===== src/rtl/irq_sel_pkg.sv =====
package irq_sel_pkg;
  typedef enum logic [2:0] {
    SEL_ENABLE = 3'd0,
    SEL_GROUP  = 3'd1,
    SEL_PRIO   = 3'd2,
    SEL_TRIG   = 3'd3,
    SEL_GRPEN  = 3'd4
  } reg_sel_e;
endpackage


===== src/rtl/irq_state_bank.sv =====
module irq_state_bank
  import irq_sel_pkg::*;
#(
  parameter int NUM_IRQ  = 32,
  parameter int PRIO_W   = 5,
  parameter int ID_W     = 6,
  parameter int NS_FIRST = 24
) (
  input  logic                           clk_i,
  input  logic                           rst_ni,
  input  logic [NUM_IRQ-1:0]             src_i,
  input  logic                           reg_we_i,
  input  reg_sel_e                       reg_sel_i,
  input  logic [ID_W-1:0]                reg_id_i,
  input  logic [PRIO_W-1:0]              reg_wdata_i,
  input  logic                           take_i,
  input  logic [ID_W-1:0]                take_id_i,
  input  logic                           eoi_i,
  input  logic [ID_W-1:0]                eoi_id_i,
  output logic [NUM_IRQ-1:0]             pend_o,
  output logic [NUM_IRQ-1:0]             en_o,
  output logic [NUM_IRQ-1:0]             grp_o,
  output logic [NUM_IRQ-1:0]             act_o,
  output logic [NUM_IRQ-1:0][PRIO_W-1:0] prio_o,
  output logic [NUM_IRQ-1:0][PRIO_W-1:0] act_prio_o,
  output logic [1:0]                     grp_en_o
);

  logic [NUM_IRQ-1:0] src_q;
  logic [NUM_IRQ-1:0] trig_edge;

  always_ff @(posedge clk_i or negedge rst_ni) begin
    if (!rst_ni) begin
      src_q    <= '0;
      grp_en_o <= '0;
    end else begin
      src_q <= src_i;
      if (reg_we_i && reg_sel_i == SEL_GRPEN) grp_en_o <= reg_wdata_i[1:0];
    end
  end

  for (genvar i = 0; i < NUM_IRQ; i++) begin : g_irq
    // coarse class keeps only the upper priority bits
    localparam logic [PRIO_W-1:0] PMASK =
      (i >= NS_FIRST) ? {{(PRIO_W-1){1'b1}}, 1'b0} : {PRIO_W{1'b1}};

    logic hit, set_p, take_me, eoi_me;

    assign hit     = reg_we_i && (reg_id_i == ID_W'(i));
    assign set_p   = trig_edge[i] ? (src_i[i] & ~src_q[i]) : src_i[i];
    assign take_me = take_i && (take_id_i == ID_W'(i));
    assign eoi_me  = eoi_i && (eoi_id_i == ID_W'(i));

    always_ff @(posedge clk_i or negedge rst_ni) begin
      if (!rst_ni) begin
        en_o[i]       <= 1'b0;
        grp_o[i]      <= 1'b0;
        trig_edge[i]  <= 1'b0;
        prio_o[i]     <= PMASK;
        pend_o[i]     <= 1'b0;
        act_o[i]      <= 1'b0;
        act_prio_o[i] <= '1;
      end else begin
        if (hit && reg_sel_i == SEL_ENABLE) en_o[i]      <= reg_wdata_i[0];
        if (hit && reg_sel_i == SEL_GROUP)  grp_o[i]     <= reg_wdata_i[0];
        if (hit && reg_sel_i == SEL_TRIG)   trig_edge[i] <= reg_wdata_i[0];
        if (hit && reg_sel_i == SEL_PRIO)   prio_o[i]    <= reg_wdata_i & PMASK;
        // a new request wins over the clear from acknowledge
        pend_o[i] <= set_p | (pend_o[i] & ~take_me);
        act_o[i]  <= take_me | (act_o[i] & ~eoi_me);
        if (take_me) act_prio_o[i] <= prio_o[i];
      end
    end


    ns_lsb_zero_chk: assert property (@(posedge clk_i) disable iff (!rst_ni)
      (i >= NS_FIRST) |-> !prio_o[i][0]);
  end

endmodule


===== src/rtl/irq_prio_pick.sv =====
module irq_prio_pick #(
  parameter int NUM_IRQ = 32,
  parameter int PRIO_W  = 5,
  parameter int ID_W    = 6
) (
  input  logic [NUM_IRQ-1:0]             pend_i,
  input  logic [NUM_IRQ-1:0]             en_i,
  input  logic [NUM_IRQ-1:0]             grp_i,
  input  logic [NUM_IRQ-1:0]             act_i,
  input  logic [NUM_IRQ-1:0][PRIO_W-1:0] prio_i,
  input  logic [NUM_IRQ-1:0][PRIO_W-1:0] act_prio_i,
  input  logic [1:0]                     grp_en_i,
  output logic                           best_valid_o,
  output logic [ID_W-1:0]                best_id_o,
  output logic [PRIO_W-1:0]              best_prio_o,
  output logic [PRIO_W:0]                run_prio_o
);

  localparam logic [PRIO_W:0] RUN_IDLE = {1'b1, {PRIO_W{1'b0}}};

  always_comb begin
    run_prio_o = RUN_IDLE;
    for (int i = 0; i < NUM_IRQ; i++) begin
      if (act_i[i] && ({1'b0, act_prio_i[i]} < run_prio_o))
        run_prio_o = {1'b0, act_prio_i[i]};
    end
  end

  always_comb begin
    logic elig;
    best_valid_o = 1'b0;
    best_id_o    = '0;
    best_prio_o  = '1;
    for (int i = 0; i < NUM_IRQ; i++) begin
      elig = pend_i[i] & en_i[i] & grp_en_i[grp_i[i]] & ~act_i[i]
           & ({1'b0, prio_i[i]} < run_prio_o);
      // strict compare keeps the lowest ID on a tie
      if (elig && (!best_valid_o || prio_i[i] < best_prio_o)) begin
        best_valid_o = 1'b1;
        best_id_o    = ID_W'(i);
        best_prio_o  = prio_i[i];
      end
    end
  end

endmodule


===== src/rtl/irq_fwd_ctrl.sv =====
module irq_fwd_ctrl #(
  parameter int PRIO_W = 5,
  parameter int ID_W   = 6
) (
  input  logic              clk_i,
  input  logic              rst_ni,
  input  logic              best_valid_i,
  input  logic [ID_W-1:0]   best_id_i,
  input  logic [PRIO_W-1:0] best_prio_i,
  input  logic              ack_i,
  input  logic              prio_wr_i,
  input  logic [ID_W-1:0]   wr_id_i,
  output logic              take_o,
  output logic [ID_W-1:0]   ack_id_o,
  output logic              fwd_valid_o,
  output logic [ID_W-1:0]   fwd_id_o,
  output logic [PRIO_W-1:0] fwd_prio_o,
  output logic              recall_o,
  output logic [ID_W-1:0]   recall_id_o
);

  logic withdraw;

  assign take_o   = ack_i && fwd_valid_o;
  assign ack_id_o = fwd_valid_o ? fwd_id_o : '1;
  // an acknowledge in the same cycle takes the interrupt instead
  assign withdraw = prio_wr_i && fwd_valid_o && (wr_id_i == fwd_id_o) && !ack_i;

  always_ff @(posedge clk_i or negedge rst_ni) begin
    if (!rst_ni) begin
      fwd_valid_o <= 1'b0;
      fwd_id_o    <= '0;
      fwd_prio_o  <= '0;
      recall_o    <= 1'b0;
      recall_id_o <= '0;
    end else begin
      recall_o <= withdraw;
      if (withdraw) recall_id_o <= fwd_id_o;
      fwd_valid_o <= (take_o || withdraw) ? 1'b0 : best_valid_i;
      fwd_id_o    <= best_id_i;
      fwd_prio_o  <= best_prio_i;
    end
  end


  recall_clears_fwd_chk: assert property (@(posedge clk_i) disable iff (!rst_ni)
    recall_o |-> !fwd_valid_o);


  ack_empties_fwd_chk: assert property (@(posedge clk_i) disable iff (!rst_ni)
    (ack_i && fwd_valid_o) |=> !fwd_valid_o);


  recall_single_pulse_chk: assert property (@(posedge clk_i) disable iff (!rst_ni)
    recall_o |=> !recall_o);

endmodule


===== src/rtl/irq_prio_sel.sv =====
module irq_prio_sel
  import irq_sel_pkg::*;
#(
  parameter int NUM_IRQ  = 32,
  parameter int PRIO_W   = 5,
  parameter int NS_FIRST = 24,
  localparam int ID_W    = $clog2(NUM_IRQ + 1),
  localparam int IDX_W   = $clog2(NUM_IRQ)
) (
  input  logic               clk_i,
  input  logic               rst_ni,
  input  logic [NUM_IRQ-1:0] src_i,
  input  logic               reg_we_i,
  input  logic [2:0]         reg_sel_i,
  input  logic [ID_W-1:0]    reg_id_i,
  input  logic [PRIO_W-1:0]  reg_wdata_i,
  input  logic               ack_i,
  output logic [ID_W-1:0]    ack_id_o,
  input  logic               eoi_i,
  input  logic [ID_W-1:0]    eoi_id_i,
  output logic               fwd_valid_o,
  output logic [ID_W-1:0]    fwd_id_o,
  output logic [PRIO_W-1:0]  fwd_prio_o,
  output logic [PRIO_W:0]    running_prio_o,
  output logic               recall_o,
  output logic [ID_W-1:0]    recall_id_o
);

  reg_sel_e                       sel;
  logic [NUM_IRQ-1:0]             pend, en, grp, act;
  logic [NUM_IRQ-1:0][PRIO_W-1:0] prio, act_prio;
  logic [1:0]                     grp_en;
  logic                           best_valid, take;
  logic [ID_W-1:0]                best_id;
  logic [PRIO_W-1:0]              best_prio;

  assign sel = reg_sel_e'(reg_sel_i);

  irq_state_bank #(
    .NUM_IRQ(NUM_IRQ), .PRIO_W(PRIO_W), .ID_W(ID_W), .NS_FIRST(NS_FIRST)
  ) u_bank (
    .clk_i      (clk_i),
    .rst_ni     (rst_ni),
    .src_i      (src_i),
    .reg_we_i   (reg_we_i),
    .reg_sel_i  (sel),
    .reg_id_i   (reg_id_i),
    .reg_wdata_i(reg_wdata_i),
    .take_i     (take),
    .take_id_i  (fwd_id_o),
    .eoi_i      (eoi_i),
    .eoi_id_i   (eoi_id_i),
    .pend_o     (pend),
    .en_o       (en),
    .grp_o      (grp),
    .act_o      (act),
    .prio_o     (prio),
    .act_prio_o (act_prio),
    .grp_en_o   (grp_en)
  );

  irq_prio_pick #(
    .NUM_IRQ(NUM_IRQ), .PRIO_W(PRIO_W), .ID_W(ID_W)
  ) u_pick (
    .pend_i      (pend),
    .en_i        (en),
    .grp_i       (grp),
    .act_i       (act),
    .prio_i      (prio),
    .act_prio_i  (act_prio),
    .grp_en_i    (grp_en),
    .best_valid_o(best_valid),
    .best_id_o   (best_id),
    .best_prio_o (best_prio),
    .run_prio_o  (running_prio_o)
  );

  irq_fwd_ctrl #(
    .PRIO_W(PRIO_W), .ID_W(ID_W)
  ) u_fwd (
    .clk_i       (clk_i),
    .rst_ni      (rst_ni),
    .best_valid_i(best_valid),
    .best_id_i   (best_id),
    .best_prio_i (best_prio),
    .ack_i       (ack_i),
    .prio_wr_i   (reg_we_i && sel == SEL_PRIO),
    .wr_id_i     (reg_id_i),
    .take_o      (take),
    .ack_id_o    (ack_id_o),
    .fwd_valid_o (fwd_valid_o),
    .fwd_id_o    (fwd_id_o),
    .fwd_prio_o  (fwd_prio_o),
    .recall_o    (recall_o),
    .recall_id_o (recall_id_o)
  );


  fwd_not_active_chk: assert property (@(posedge clk_i) disable iff (!rst_ni)
    fwd_valid_o |-> !act[IDX_W'(fwd_id_o)]);


  fwd_beats_running_chk: assert property (@(posedge clk_i) disable iff (!rst_ni)
    fwd_valid_o |-> ({1'b0, fwd_prio_o} < running_prio_o));


  spurious_ack_stable_chk: assert property (@(posedge clk_i) disable iff (!rst_ni)
    (ack_i && !fwd_valid_o) |=> $stable(act));

endmodule


===== config.mk =====
export PLATFORM = sky130hd
export DESIGN_NAME = irq_prio_sel
export DESIGN_NICKNAME = d
export VERILOG_FILES = /design/src/rtl/irq_sel_pkg.sv /design/src/rtl/irq_state_bank.sv /design/src/rtl/irq_prio_pick.sv /design/src/rtl/irq_fwd_ctrl.sv /design/src/rtl/irq_prio_sel.sv
export SDC_FILE = /design/constraint.sdc
export NUM_CORES = 2
export LEC_CHECK = 0
export ABC_AREA = 1
export BUFFER_PORTS_ARGS = -buffer_cell sky130_fd_sc_hd__buf_2
export CORE_UTILIZATION = 24
export CTS_CLUSTER_SIZE = 40
export DETAILED_ROUTE_END_ITERATION = 10
export SLEW_MARGIN = 0
export SYNTH_ARGS = -nofsm -noshare
export SYNTH_HDL_FRONTEND = slang
export SYNTH_SLANG_ARGS = --single-unit

===== constraint.sdc =====
create_clock -name clk_i -period 66.3 [get_ports clk_i]
set_input_delay 13.26 -clock clk_i [delete_from_list [all_inputs] [get_ports clk_i]]
set_output_delay 13.26 -clock clk_i [all_outputs]
set_load 0.01 [all_outputs]

==> results.json <==
{
  "crit_required_ps": 66800,
  "drt_wl_total_um": 133000,
  "synth_area_sq_um": 37600,
  "htreeDepth": 2,
  "synthTopCellsByArea": "dfstp_2, nand2_1, dfrtp_1",
  "crit_arrival_ps": 63720,
  "initial_core_util": 0.243,
  "period_share": 0.954,
  "io_buffers": 85,
  "io_pins": 88,
  "detailed_place_hpwl_um": 98300,
  "cpMostUsedCell": "nand2_4",
  "power_density_nw_per_um2": 42.7,
  "hold_path.class": "reg -> reg",
  "worst-r2r-cell-count": 562,
  "clk_latency_ps": 640,
  "syn_avg_cell_area_sq_um": 7.19,
  "hold_violations": 0,
  "synth_top_area_frac": 0.218,
  "finalWorstSetupSlack_ps": 3070,
  "critical_path_class": "reg -> reg",
  "drt_iter0_markers": 3283,
  "slew_headroom": 0.0879,
  "layout_min_cycle_time_ps": 63230,
  "tightest_slew_ps": 1360,
  "rows": 144,
  "cp-end-kind": "flop",
  "drt-pass1-iter-count": 6,
  "core_area_sq_um": 155000,
  "crit_slowest_cell": "dfstp_2",
  "finalSetupTns_ps": 0,
  "syn2layout_area_growth_pct": 25.5,
  "status": "finished clean",
  "whs_ps": 474,
  "root_buffer": "clkbuf_16",
  "final_antenna_net_count": 0,
  "synth-seq-cells": 523,
  "yosysSeqAreaShare": 0.358,
  "die_h_um": 398,
  "whs_endpoint": "u_bank.act_prio_o[4]$_DFFE_PN1P_",
  "fin_nets": 5932,
  "drc": 0,
  "grt-ovfl-total": 0,
  "cts_tree": "built",
  "grtUsageTotal": 0.158,
  "drv_slew": 0,
  "wl_per_cell_um": 17.1,
  "min_path_cells": 2,
  "p_leak_nw": 22.2,
  "hold_buffers": 0,
  "die_w_um": 398,
  "r2r-end": "u_fwd.fwd_prio_o[0]$_DFF_PN0_",
  "r2r_slack_ps": 3070,
  "power_mw": 2.02,
  "vdd_ir_drop_max_v": 0.0000358,
  "min_from": "u_bank.act_prio_o[4]$_DFFE_PN1P_",
  "post-place-ws_ps": -3560,
  "gp_congestion": 1.00,
  "path_max_fanout": 8,
  "max_stage_delay_ps": 540,
  "clock.fmax_ghz": 0.0158,
  "rr_startpoint": "u_bank.act_prio_o[4]$_DFFE_PN1P_",
  "fin_worst_skew_ps": 30.1,
  "drive_gt1_frac": 0.299,
  "synth_top_cell_by_area": "dfstp_2",
  "crit_path_start_kind": "flop",
  "yosys.cell_types.count": 56,
  "routed_via_density": 4.75,
  "clockBufferDepth": 3,
  "vias": 37000,
  "grt_pass1_vias": 33600,
  "maxCapViolations": 0,
  "dieArea_sq_um": 158000,
  "grt_pass1_wl_um": 197000,
  "utilization": 0.305,
  "numCtsBuffers": 60,
  "yosys_warnings": 0,
  "grt_max_degree": 162,
  "setup_viol": 0,
  "antenna_found_initial": 26,
  "netlist_instances": 5229,
  "clock_sinks": 523,
  "clkSlewWorstSetupHoldPaths_ps": 60
}
==> what timing repair did <==
action,CTS,global route
cloned,0,9
gates resized for setup,76,459
pin swaps,1,305
buffers inserted,1,196
endpoints found under the setup margin,10,10
==> final cells by class <==
class / count / area [sq um]
clock buffer: 71 / 1610
sequential: 523 / 13500
tap: 2044 / 2560
antenna: 6 / 15.0
timing repair buffer: 468 / 3330
multi-input combinational: 3898 / 22900
fill: 16400 / 108000
inverter: 728 / 2790
clock inverter: 43 / 537
==> worst max-delay path by stage <==
| stage | slack, ps | start | endpoint |
|---|---|---|---|
| 2_1_floorplan | 940 | u_bank.act_prio_o[4]$_DFFE_PN1P_ | u_fwd.fwd_prio_o[1]$_DFF_PN0_ |
| 3_3_place_gp | -820 | u_bank.act_prio_o[4]$_DFFE_PN1P_ | u_fwd.fwd_prio_o[4]$_DFF_PN0_ |
| 3_5_place_dp | -3560 | u_bank.act_prio_o[4]$_DFFE_PN1P_ | u_fwd.fwd_prio_o[4]$_DFF_PN0_ |
| 4_1_cts | 5 | u_bank.act_prio_o[4]$_DFFE_PN1P_ | u_fwd.fwd_prio_o[4]$_DFF_PN0_ |
| 5_1_grt | -1100 | u_bank.act_prio_o[4]$_DFFE_PN1P_ | u_fwd.fwd_prio_o[0]$_DFF_PN0_ |
| 6_report | 3070 | u_bank.act_prio_o[4]$_DFFE_PN1P_ | u_fwd.fwd_prio_o[0]$_DFF_PN0_ |
==> placed cells by master (no fill, tap or decap), types with 61 or more instances in the layout <==
cell       instances
nand3_2           78
nand3_1          463
inv_2             63
o21ai_0          439
buf_2             84
nor2_1           280
buf_4            379
clkbuf_16         61
dfrtp_1          210
nand2_4          110
ha_1             156
inv_1            624
nand2_1         1491
nand2_2          268
dfstp_2          312
==> logic make-up after synthesis <==
group,after synthesis,synth area share
and+or+nand+nor,2853,0.355
AOI/OAI and AO/OA,837,0.135
adders and majority gates,196,0.0652
other,1,0.0000997
buffers and inverters,818,0.0863
muxes,1,0.000299
DFF,523,0.358
==> cell usage after synthesis (all sizes together) <==
master,n
o22ai,31
a31o,1
a22o,30
nand3b,10
nand4,6
o211ai,9
nor4,30
buf,30
conb,1
dfstp,312
a41oi,1
o2111ai,5
dfrtp,211
a211oi,17
a21boi,30
a21oi,76
a221oi,5
nand3,560
nor3b,1
or2,10
and2,1
o211a,2
o21bai,46
o221ai,1
ha,196
a2111oi,2
a31oi,46
o21a,3
inv,698
clkbuf,60
o21ai,532
nor3,15
nand2,1879
mux2,1
clkinv,30
nor2,341
==> sequential cells by signal, indices dropped and copies added, names as in the netlist <==
name / cells
u_bank.act_prio_o: 160
u_bank.src_q: 32
u_bank.pend_o: 32
u_bank.grp_en_o: 2
u_bank.act_o: 32
u_bank.trig_edge: 32
u_bank.prio_o: 152
u_fwd.recall_o: 1
u_fwd.fwd_valid_o: 1
u_fwd.fwd_id_o: 5
u_fwd.fwd_prio_o: 5
u_bank.en_o: 32
u_fwd.recall_id_o: 5
u_bank.grp_o: 32
==> critical path: cells and delay by family, from the launching register on <==
kind | cells | cell delay, ps
and+or+nand+nor | 309 | 26600
adders and majority gates | 62 | 16470
AOI/OAI and AO/OA | 114 | 13930
buffers and inverters | 77 | 5390
DFF | 1 | 540
==> per-layer routing <==
layer / routed length, um / track usage / share of wire
met1: 58300 / 0.216 / 0.44
met2: 60800 / 0.253 / 0.46
met3: 10500 / 0.0316 / 0.079
met4: 3590 / 0.0444 / 0.027
met5: 140 / 0 / 0.0010
==> metrics by stage <==
stage / cell area [sq um] / instances
after CTS: 43800 / 7570
after detailed placement: 41500 / 7455
after floorplan: 37600 / 5230
after global placement: 41500 / 7455
final: 47200 / 7781
after global routing: 47200 / 7777
==> power breakdown <==
part / internal (mW) / switching, mW / total [mW]
Clock: 0.214 / 0.150 / 0.364
Combinational: 0.490 / 0.803 / 1.29
Sequential: 0.341 / 0.0191 / 0.360
Total: 1.04 / 0.972 / 2.02
(Power assumes the default switching activity.)
